[config.mk]
export PLATFORM = sky130hd
export DESIGN_NAME = dramc_top
export DESIGN_NICKNAME = d
export VERILOG_FILES = /design/src/rtl/dramc_pkg.sv /design/src/rtl/dramc_refresh_timer.sv /design/src/rtl/dramc_addr_mux.sv /design/src/rtl/dramc_seq.sv /design/src/rtl/dramc_top.sv
export SDC_FILE = /design/constraint.sdc
export NUM_CORES = 1
export LEC_CHECK = 0
export BUFFER_PORTS_ARGS = -buffer_cell sky130_fd_sc_hd__buf_4
export CAP_MARGIN = 20
export CORE_ASPECT_RATIO = 1.2
export CORE_MARGIN = 2
export CORE_UTILIZATION = 51
export DETAILED_ROUTE_END_ITERATION = 8
export MAX_ROUTING_LAYER = met4
export PLACE_DENSITY_LB_ADDON = 0.2
export SYNTH_ARGS = -nofsm -noshare
export SYNTH_HDL_FRONTEND = slang
export SYNTH_HIERARCHICAL = 1
export SYNTH_SLANG_ARGS = --single-unit
[constraint.sdc]
create_clock -name clk -period 2.25 [get_ports clk]
set_clock_uncertainty 0.2 [all_clocks]
set_input_delay 0.225 -clock clk [delete_from_list [all_inputs] [get_ports clk]]
set_output_delay 0.225 -clock clk [all_outputs]
set_load 0.1 [all_outputs]
[src/rtl/dramc_pkg.sv]
package dramc_pkg;

    // Sequencer phases; host cycles and refresh cycles share the precharge phase.
    typedef enum logic [2:0] {
        ST_IDLE,
        ST_ROW,
        ST_RAS,
        ST_COL,
        ST_CAS,
        ST_PRE,
        ST_REF_ROW,
        ST_REF_RAS
    } dramc_state_e;

    // Which value the shared address pins carry.
    typedef enum logic [1:0] {
        SEL_ROW,
        SEL_COL,
        SEL_REF
    } dramc_asel_e;

endpackage

[src/rtl/dramc_refresh_timer.sv]
module dramc_refresh_timer #(
    parameter int ROW_BITS     = 8,
    parameter int REF_INTERVAL = 1953
) (
    input  logic                clk,
    input  logic                rst_n,
    input  logic                ref_start,
    input  logic                ref_done,
    output logic                ref_pending,
    output logic [ROW_BITS-1:0] ref_row
);

    localparam int TCW = (REF_INTERVAL > 1) ? $clog2(REF_INTERVAL) : 1;

    typedef struct packed {
        logic [TCW-1:0]      cnt;
        logic                pending;
        logic [ROW_BITS-1:0] row;
    } tmr_t;

    localparam tmr_t TMR_RST = '{cnt: '0, pending: 1'b0, row: '0};

    tmr_t tmr_q, tmr_d;
    logic tick;

    always_comb begin
        tmr_d = tmr_q;
        tick  = (tmr_q.cnt == TCW'(REF_INTERVAL - 1));
        tmr_d.cnt     = tick ? '0 : tmr_q.cnt + TCW'(1);
        // A fresh tick re-arms the flag even in the cycle it is consumed.
        tmr_d.pending = tick | (tmr_q.pending & ~ref_start);
        if (ref_done) begin
            tmr_d.row = tmr_q.row + ROW_BITS'(1);
        end
    end

    always_ff @(posedge clk or negedge rst_n) begin
        if (!rst_n) begin
            tmr_q <= TMR_RST;
        end else begin
            tmr_q <= tmr_d;
        end
    end

    assign ref_pending = tmr_q.pending;
    assign ref_row     = tmr_q.row;

    // the refresh row advances by exactly one per completed refresh
    assert_row_step_R7: assert property (@(posedge clk) disable iff (!rst_n)
        ref_done |=> (tmr_q.row == ROW_BITS'($past(tmr_q.row) + 1'b1)));

    // a tick must never land on a request that is still waiting
    assert_no_lost_tick_R9: assert property (@(posedge clk) disable iff (!rst_n)
        tick |-> (!tmr_q.pending || ref_start));

endmodule

[src/rtl/dramc_addr_mux.sv]
module dramc_addr_mux
    import dramc_pkg::*;
#(
    parameter int ROW_BITS = 8
) (
    input  dramc_asel_e         sel,
    input  logic [ROW_BITS-1:0] row_half,
    input  logic [ROW_BITS-1:0] col_half,
    input  logic [ROW_BITS-1:0] ref_row,
    output logic [ROW_BITS-1:0] pin_addr
);

    always_comb begin
        case (sel)
            SEL_COL: pin_addr = col_half;
            SEL_REF: pin_addr = ref_row;
            default: pin_addr = row_half;
        endcase
    end

endmodule

[src/rtl/dramc_seq.sv]
module dramc_seq
    import dramc_pkg::*;
#(
    parameter int ROW_BITS    = 8,
    parameter int RCD_CYC     = 2,
    parameter int CAS_CYC     = 2,
    parameter int PRE_CYC     = 2,
    parameter int REF_RAS_CYC = 3
) (
    input  logic                  clk,
    input  logic                  rst_n,
    input  logic                  req_valid,
    input  logic                  req_write,
    input  logic [2*ROW_BITS-1:0] req_addr,
    input  logic                  req_wdata,
    output logic                  req_ready,
    output logic                  rsp_valid,
    output logic                  rsp_rdata,
    input  logic                  ref_pending,
    output logic                  ref_start,
    output logic                  ref_done,
    input  logic                  dram_dout,
    output logic                  ras_n,
    output logic                  cas_n,
    output logic                  we_n,
    output logic                  din,
    output dramc_asel_e           addr_sel,
    output logic [ROW_BITS-1:0]   row_half,
    output logic [ROW_BITS-1:0]   col_half
);

    localparam int ADDR_W = 2 * ROW_BITS;
    localparam int MAX_A  = (RCD_CYC > CAS_CYC) ? RCD_CYC : CAS_CYC;
    localparam int MAX_B  = (PRE_CYC > REF_RAS_CYC) ? PRE_CYC : REF_RAS_CYC;
    localparam int MAX_PH = (MAX_A > MAX_B) ? MAX_A : MAX_B;
    localparam int CNT_W  = (MAX_PH > 1) ? $clog2(MAX_PH) : 1;

    typedef struct packed {
        dramc_state_e      st;
        logic [CNT_W-1:0]  cnt;
        logic              wr;
        logic [ADDR_W-1:0] addr;
        logic              wdata;
        logic              rdata;
        logic              rsp;
    } seq_t;

    localparam seq_t SEQ_RST = '{st: ST_IDLE, cnt: '0, wr: 1'b0, addr: '0,
                                 wdata: 1'b0, rdata: 1'b0, rsp: 1'b0};

    seq_t seq_q, seq_d;

    // Next-state computation: one phase counter serves every timed phase.
    always_comb begin
        seq_d     = seq_q;
        seq_d.rsp = 1'b0;
        ref_start = 1'b0;
        ref_done  = 1'b0;
        case (seq_q.st)
            ST_IDLE: begin
                if (ref_pending) begin
                    seq_d.st  = ST_REF_ROW;
                    ref_start = 1'b1;
                end else if (req_valid) begin
                    seq_d.st    = ST_ROW;
                    seq_d.wr    = req_write;
                    seq_d.addr  = req_addr;
                    seq_d.wdata = req_wdata;
                end
            end
            ST_ROW: begin
                seq_d.st  = ST_RAS;
                seq_d.cnt = CNT_W'(RCD_CYC - 1);
            end
            ST_RAS: begin
                if (seq_q.cnt == '0) begin
                    seq_d.st = ST_COL;
                end else begin
                    seq_d.cnt = seq_q.cnt - CNT_W'(1);
                end
            end
            ST_COL: begin
                seq_d.st  = ST_CAS;
                seq_d.cnt = CNT_W'(CAS_CYC - 1);
            end
            ST_CAS: begin
                if (seq_q.cnt == '0) begin
                    seq_d.st  = ST_PRE;
                    seq_d.cnt = CNT_W'(PRE_CYC - 1);
                    if (!seq_q.wr) begin
                        seq_d.rdata = dram_dout;
                        seq_d.rsp   = 1'b1;
                    end
                end else begin
                    seq_d.cnt = seq_q.cnt - CNT_W'(1);
                end
            end
            ST_PRE: begin
                if (seq_q.cnt == '0) begin
                    seq_d.st = ST_IDLE;
                end else begin
                    seq_d.cnt = seq_q.cnt - CNT_W'(1);
                end
            end
            ST_REF_ROW: begin
                seq_d.st  = ST_REF_RAS;
                seq_d.cnt = CNT_W'(REF_RAS_CYC - 1);
            end
            ST_REF_RAS: begin
                if (seq_q.cnt == '0) begin
                    seq_d.st  = ST_PRE;
                    seq_d.cnt = CNT_W'(PRE_CYC - 1);
                    ref_done  = 1'b1;
                end else begin
                    seq_d.cnt = seq_q.cnt - CNT_W'(1);
                end
            end
            default: seq_d.st = ST_IDLE;
        endcase
    end

    always_ff @(posedge clk or negedge rst_n) begin
        if (!rst_n) begin
            seq_q <= SEQ_RST;
        end else begin
            seq_q <= seq_d;
        end
    end

    // Strobe and select decode from the registered phase only.
    always_comb begin
        ras_n    = 1'b1;
        cas_n    = 1'b1;
        we_n     = 1'b1;
        addr_sel = SEL_ROW;
        case (seq_q.st)
            ST_RAS: ras_n = 1'b0;
            ST_COL: begin
                ras_n    = 1'b0;
                we_n     = ~seq_q.wr;
                addr_sel = SEL_COL;
            end
            ST_CAS: begin
                ras_n    = 1'b0;
                cas_n    = 1'b0;
                we_n     = ~seq_q.wr;
                addr_sel = SEL_COL;
            end
            ST_REF_ROW: addr_sel = SEL_REF;
            ST_REF_RAS: begin
                ras_n    = 1'b0;
                addr_sel = SEL_REF;
            end
            default: ;
        endcase
    end

    assign req_ready = (seq_q.st == ST_IDLE) && !ref_pending;
    assign rsp_valid = seq_q.rsp;
    assign rsp_rdata = seq_q.rdata;
    assign din       = seq_q.wdata;
    assign row_half  = seq_q.addr[ROW_BITS-1:0];
    assign col_half  = seq_q.addr[ADDR_W-1:ROW_BITS];

    // column strobe only inside an open row
    assert_cas_inside_ras_R3: assert property (@(posedge clk) disable iff (!rst_n)
        !cas_n |-> !ras_n);

    // write-enable held while the column strobe is low
    assert_we_steady_R4: assert property (@(posedge clk) disable iff (!rst_n)
        (!cas_n && $past(!cas_n)) |-> $stable(we_n));

    // read response lasts one cycle
    assert_rsp_single_R5: assert property (@(posedge clk) disable iff (!rst_n)
        rsp_valid |=> !rsp_valid);

    // busy right after a request is taken
    assert_accept_busy_R6: assert property (@(posedge clk) disable iff (!rst_n)
        (req_valid && req_ready) |=> !req_ready);

    // never ready while a row is open
    assert_busy_in_row_R6: assert property (@(posedge clk) disable iff (!rst_n)
        !ras_n |-> !req_ready);

endmodule

[src/rtl/dramc_top.sv]
module dramc_top
    import dramc_pkg::*;
#(
    parameter int ROW_BITS     = 8,
    parameter int REF_INTERVAL = 1953,
    parameter int RCD_CYC      = 2,
    parameter int CAS_CYC      = 2,
    parameter int PRE_CYC      = 2,
    parameter int REF_RAS_CYC  = 3
) (
    input  logic                  clk,
    input  logic                  rst_n,
    input  logic                  req_valid,
    input  logic                  req_write,
    input  logic [2*ROW_BITS-1:0] req_addr,
    input  logic                  req_wdata,
    output logic                  req_ready,
    output logic                  rsp_valid,
    output logic                  rsp_rdata,
    output logic [ROW_BITS-1:0]   dram_addr,
    output logic                  dram_ras_n,
    output logic                  dram_cas_n,
    output logic                  dram_we_n,
    output logic                  dram_din,
    input  logic                  dram_dout
);

    logic                ref_pending;
    logic                ref_start;
    logic                ref_done;
    logic [ROW_BITS-1:0] ref_row;
    logic [ROW_BITS-1:0] row_half;
    logic [ROW_BITS-1:0] col_half;
    dramc_asel_e         addr_sel;

    dramc_refresh_timer #(
        .ROW_BITS     (ROW_BITS),
        .REF_INTERVAL (REF_INTERVAL)
    ) u_timer (
        .clk         (clk),
        .rst_n       (rst_n),
        .ref_start   (ref_start),
        .ref_done    (ref_done),
        .ref_pending (ref_pending),
        .ref_row     (ref_row)
    );

    dramc_seq #(
        .ROW_BITS    (ROW_BITS),
        .RCD_CYC     (RCD_CYC),
        .CAS_CYC     (CAS_CYC),
        .PRE_CYC     (PRE_CYC),
        .REF_RAS_CYC (REF_RAS_CYC)
    ) u_seq (
        .clk         (clk),
        .rst_n       (rst_n),
        .req_valid   (req_valid),
        .req_write   (req_write),
        .req_addr    (req_addr),
        .req_wdata   (req_wdata),
        .req_ready   (req_ready),
        .rsp_valid   (rsp_valid),
        .rsp_rdata   (rsp_rdata),
        .ref_pending (ref_pending),
        .ref_start   (ref_start),
        .ref_done    (ref_done),
        .dram_dout   (dram_dout),
        .ras_n       (dram_ras_n),
        .cas_n       (dram_cas_n),
        .we_n        (dram_we_n),
        .din         (dram_din),
        .addr_sel    (addr_sel),
        .row_half    (row_half),
        .col_half    (col_half)
    );

    dramc_addr_mux #(
        .ROW_BITS (ROW_BITS)
    ) u_amux (
        .sel      (addr_sel),
        .row_half (row_half),
        .col_half (col_half),
        .ref_row  (ref_row),
        .pin_addr (dram_addr)
    );

    // column address held on the pins while the column strobe is low
    assert_col_addr_stable_R3: assert property (@(posedge clk) disable iff (!rst_n)
        (!dram_cas_n && $past(!dram_cas_n)) |-> $stable(dram_addr));

endmodule

==> out/results.tsv <==
metric	value	unit
status	complete, but fails checks	
violations	setup timing	
wirelength	5.35	mm
critPathMaxFanout	7	
min_path_type	primary input to flop	
yosysUniqueCellTypes	40	
drt_iter0_markers	81	
ff_latch_area	1130	sq um
route.vias.total	1803	
grt_pass1_wl	8.78	mm
synthCells	235	
initial_core_util	53.7	%
synth-async-reset-ratio	100	%
grt_max_degree	46	
drc	0	
detail-route-antenna-nets	0	
timing.final.crit_share	104	%
vias_per_cell	5.32	
overflow	0	
cts_root_buf	clkbuf_8	
clock.fmax	0.429	GHz
antenna_found_initial	0	
design.die.area	5490	sq um
rsz0062_at_grt	yes	
core	4660	sq um
holdWs	172	ps
drt_pass1_iterations	4	
relSlewSlack	62.1	%
rows	27	
maxCapViolations	0	
portBuffers	36	
place_congestion	0.786	
synth_seq_area_share	45.0	%
synth_edf_count	0	
avgSynthCellArea	10.7	sq um
arrival	1910	ps
clk_latency	300	ps
cts.sinks	45	
cts_tree	built	
final-setup-viol-count	7	
die_h	80.8	um
h-tree-depth	2	
grt_use_total	22.4	%
area_growth	33.6	%
period_minus_slack	2330	ps
hold_violations	0	
synth_nets	264	
die_w	68.0	um
cp-end-kind	primary output	
start_kind	flop	
max_slew.worst_pin.slew	568	ps
grt_pass1_vias	1919	
ios	37	
slew_violations	0	
synth-main-ff-cell	dfrtp_1	
routedWlPerCell	15.8	um
fillers	328	
drive_gt1_share	39.1	%
clock_path_buffers	2	
multi_input_area	1270	sq um
crit_type	flop to primary output	
cts_inserted_buffers	5	
layout.nets	309	
worst_slack	-82.5	ps
synth_seq_cells	45	
diodes	0	
ys_warn_count	6	
cp.required	1820	ps
path_clk_slew	80	ps
hpwlAfterDp	3.33	mm
synth_area	2500	sq um
[layout by cell type, fill, tap and decap left out, types with 4 or more instances in the layout]
| master | netlist | final |
|---|---|---|
| nand3_1 | 7 | 7 |
| and3_1 | 4 | 4 |
| a22oi_1 | 9 | 6 |
| o21ai_0 | 13 | 4 |
| xnor2_1 | 10 | 9 |
| dlygate4sd3_1 | 0 | 20 |
| o21ai_4 | 0 | 9 |
| nor2_1 | 11 | 10 |
| nand2_1 | 24 | 19 |
| xor2_1 | 4 | 4 |
| buf_4 | 25 | 37 |
| ha_1 | 7 | 5 |
| nand4_1 | 7 | 7 |
| mux2_2 | 11 | 11 |
| buf_12 | 0 | 9 |
| dfrtp_1 | 45 | 42 |
| clkbuf_8 | 0 | 6 |
| inv_1 | 11 | 10 |
| mux2_4 | 9 | 9 |
[flip-flops by register name, indices dropped and copies added (netlist names)]
| name | count |
|---|---|
| u_timer/tmr_q | 11 |
| u_seq/col_half | 8 |
| u_seq/row_half | 8 |
| u_timer/ref_row | 8 |
| u_seq/seq_q | 6 |
| u_seq/din | 1 |
| u_seq/rsp_rdata | 1 |
| u_seq/rsp_valid | 1 |
| u_timer/ref_pending | 1 |
[cells in the mapped netlist, types with 2 or more instances]
| library cell | count | area (sq um) |
|---|---|---|
| nor3_1 | 3 | 15.0 |
| nor2_1 | 11 | 41.3 |
| buf_4 | 25 | 188 |
| nand4_1 | 7 | 43.8 |
| nor4_4 | 2 | 42.5 |
| mux2_2 | 11 | 124 |
| nand3_1 | 7 | 35.0 |
| nor2b_1 | 2 | 12.5 |
| inv_1 | 11 | 41.3 |
| and3_1 | 4 | 25.0 |
| dfrtp_1 | 45 | 1130 |
| xnor2_1 | 10 | 87.6 |
| o21ai_0 | 13 | 65.1 |
| o22ai_1 | 2 | 12.5 |
| nor4_1 | 2 | 12.5 |
| clkbuf_1 | 3 | 11.3 |
| nand2b_1 | 2 | 12.5 |
| mux2_4 | 9 | 135 |
| nand2_1 | 24 | 90.1 |
| a22oi_1 | 9 | 67.6 |
| ha_1 | 7 | 87.6 |
| a21oi_1 | 2 | 10.0 |
| buf_6 | 4 | 45.0 |
| xor2_1 | 4 | 35.0 |
[through the flow]
step	instances	setup WS [ps]	area (sq um)	util [%]	setup TNS (ps)
floorplan	235	-402	2630	-	-7980
global placement	304	54.2	2780	59.6	0
detailed placement	304	36.7	2780	59.6	0
CTS	337	-136	3300	70.9	-622
global route	339	-152	3340	71.7	-943
finish	339	-82.5	3340	71.7	-312
[layer usage]
metal	track usage [%]	share of wire, %	routed length, um
met5	-	0	0
met4	8.60	2.3	121
met3	4.16	3.1	168
met2	39.9	54	2860
met1	24.3	41	2200
[timing repair]
item / 4_1_cts / 5_1_grt
buffers inserted: 5 / 2
resized for setup: 39 / 9
setup endpoints to repair: 8 / 8
pin swaps: 6 / 2
hold endpoints to repair: 64 / 0
hold buffers: 20 / 0
[critical path: stages (launching register included)]
cell	delay, ps
dfrtp_2	460
buf_6	130
and2_4	160
ha_4	250
buf_12	150
buf_8	120
o21ai_4	140
buf_12	190
[final cells by class]
cell class,count,share of cell area [%]
clock inverter,2,1.12
multi-input combinational,147,38.1
tap,58,2.17
timing repair buffer,70,21.1
inverter,11,1.23
sequential,45,33.8
clock buffer,6,2.47
[final timing paths]
path	start	end	slack (ps)	cells after the start
max in group asynchronous	rst_n	u_seq/seq_q[22]$_DFFE_PN0P_	1170	2
hold reg to reg	u_timer/ref_row[7]$_DFFE_PN0P_	u_timer/ref_row[7]$_DFFE_PN0P_	280	1
setup / recovery	u_seq/seq_q[23]$_DFFE_PN0P_	dram_addr[4]	-80	7
min in group asynchronous	rst_n	u_seq/row_half[6]$_DFFE_PN0P_	260	2
hold / removal	req_valid	u_seq/seq_q[22]$_DFFE_PN0P_	170	3
setup reg to reg	u_seq/seq_q[22]$_DFFE_PN0P_	u_seq/row_half[7]$_DFFE_PN0P_	270	5
[logic make-up after synthesis]
group / share of synthesized area [%]
AO/OA/AOI/OAI: 9.25
XOR/XNOR: 4.90
adder cells (fa/ha/maj): 3.50
buffers and inverters: 11.4
flip-flops: 45.0
multiplexers: 10.3
AND/OR/NAND/NOR: 15.6
Power is not shown: default switching activity piles up to over one toggle a cycle in this logic, so the estimate is an artifact.
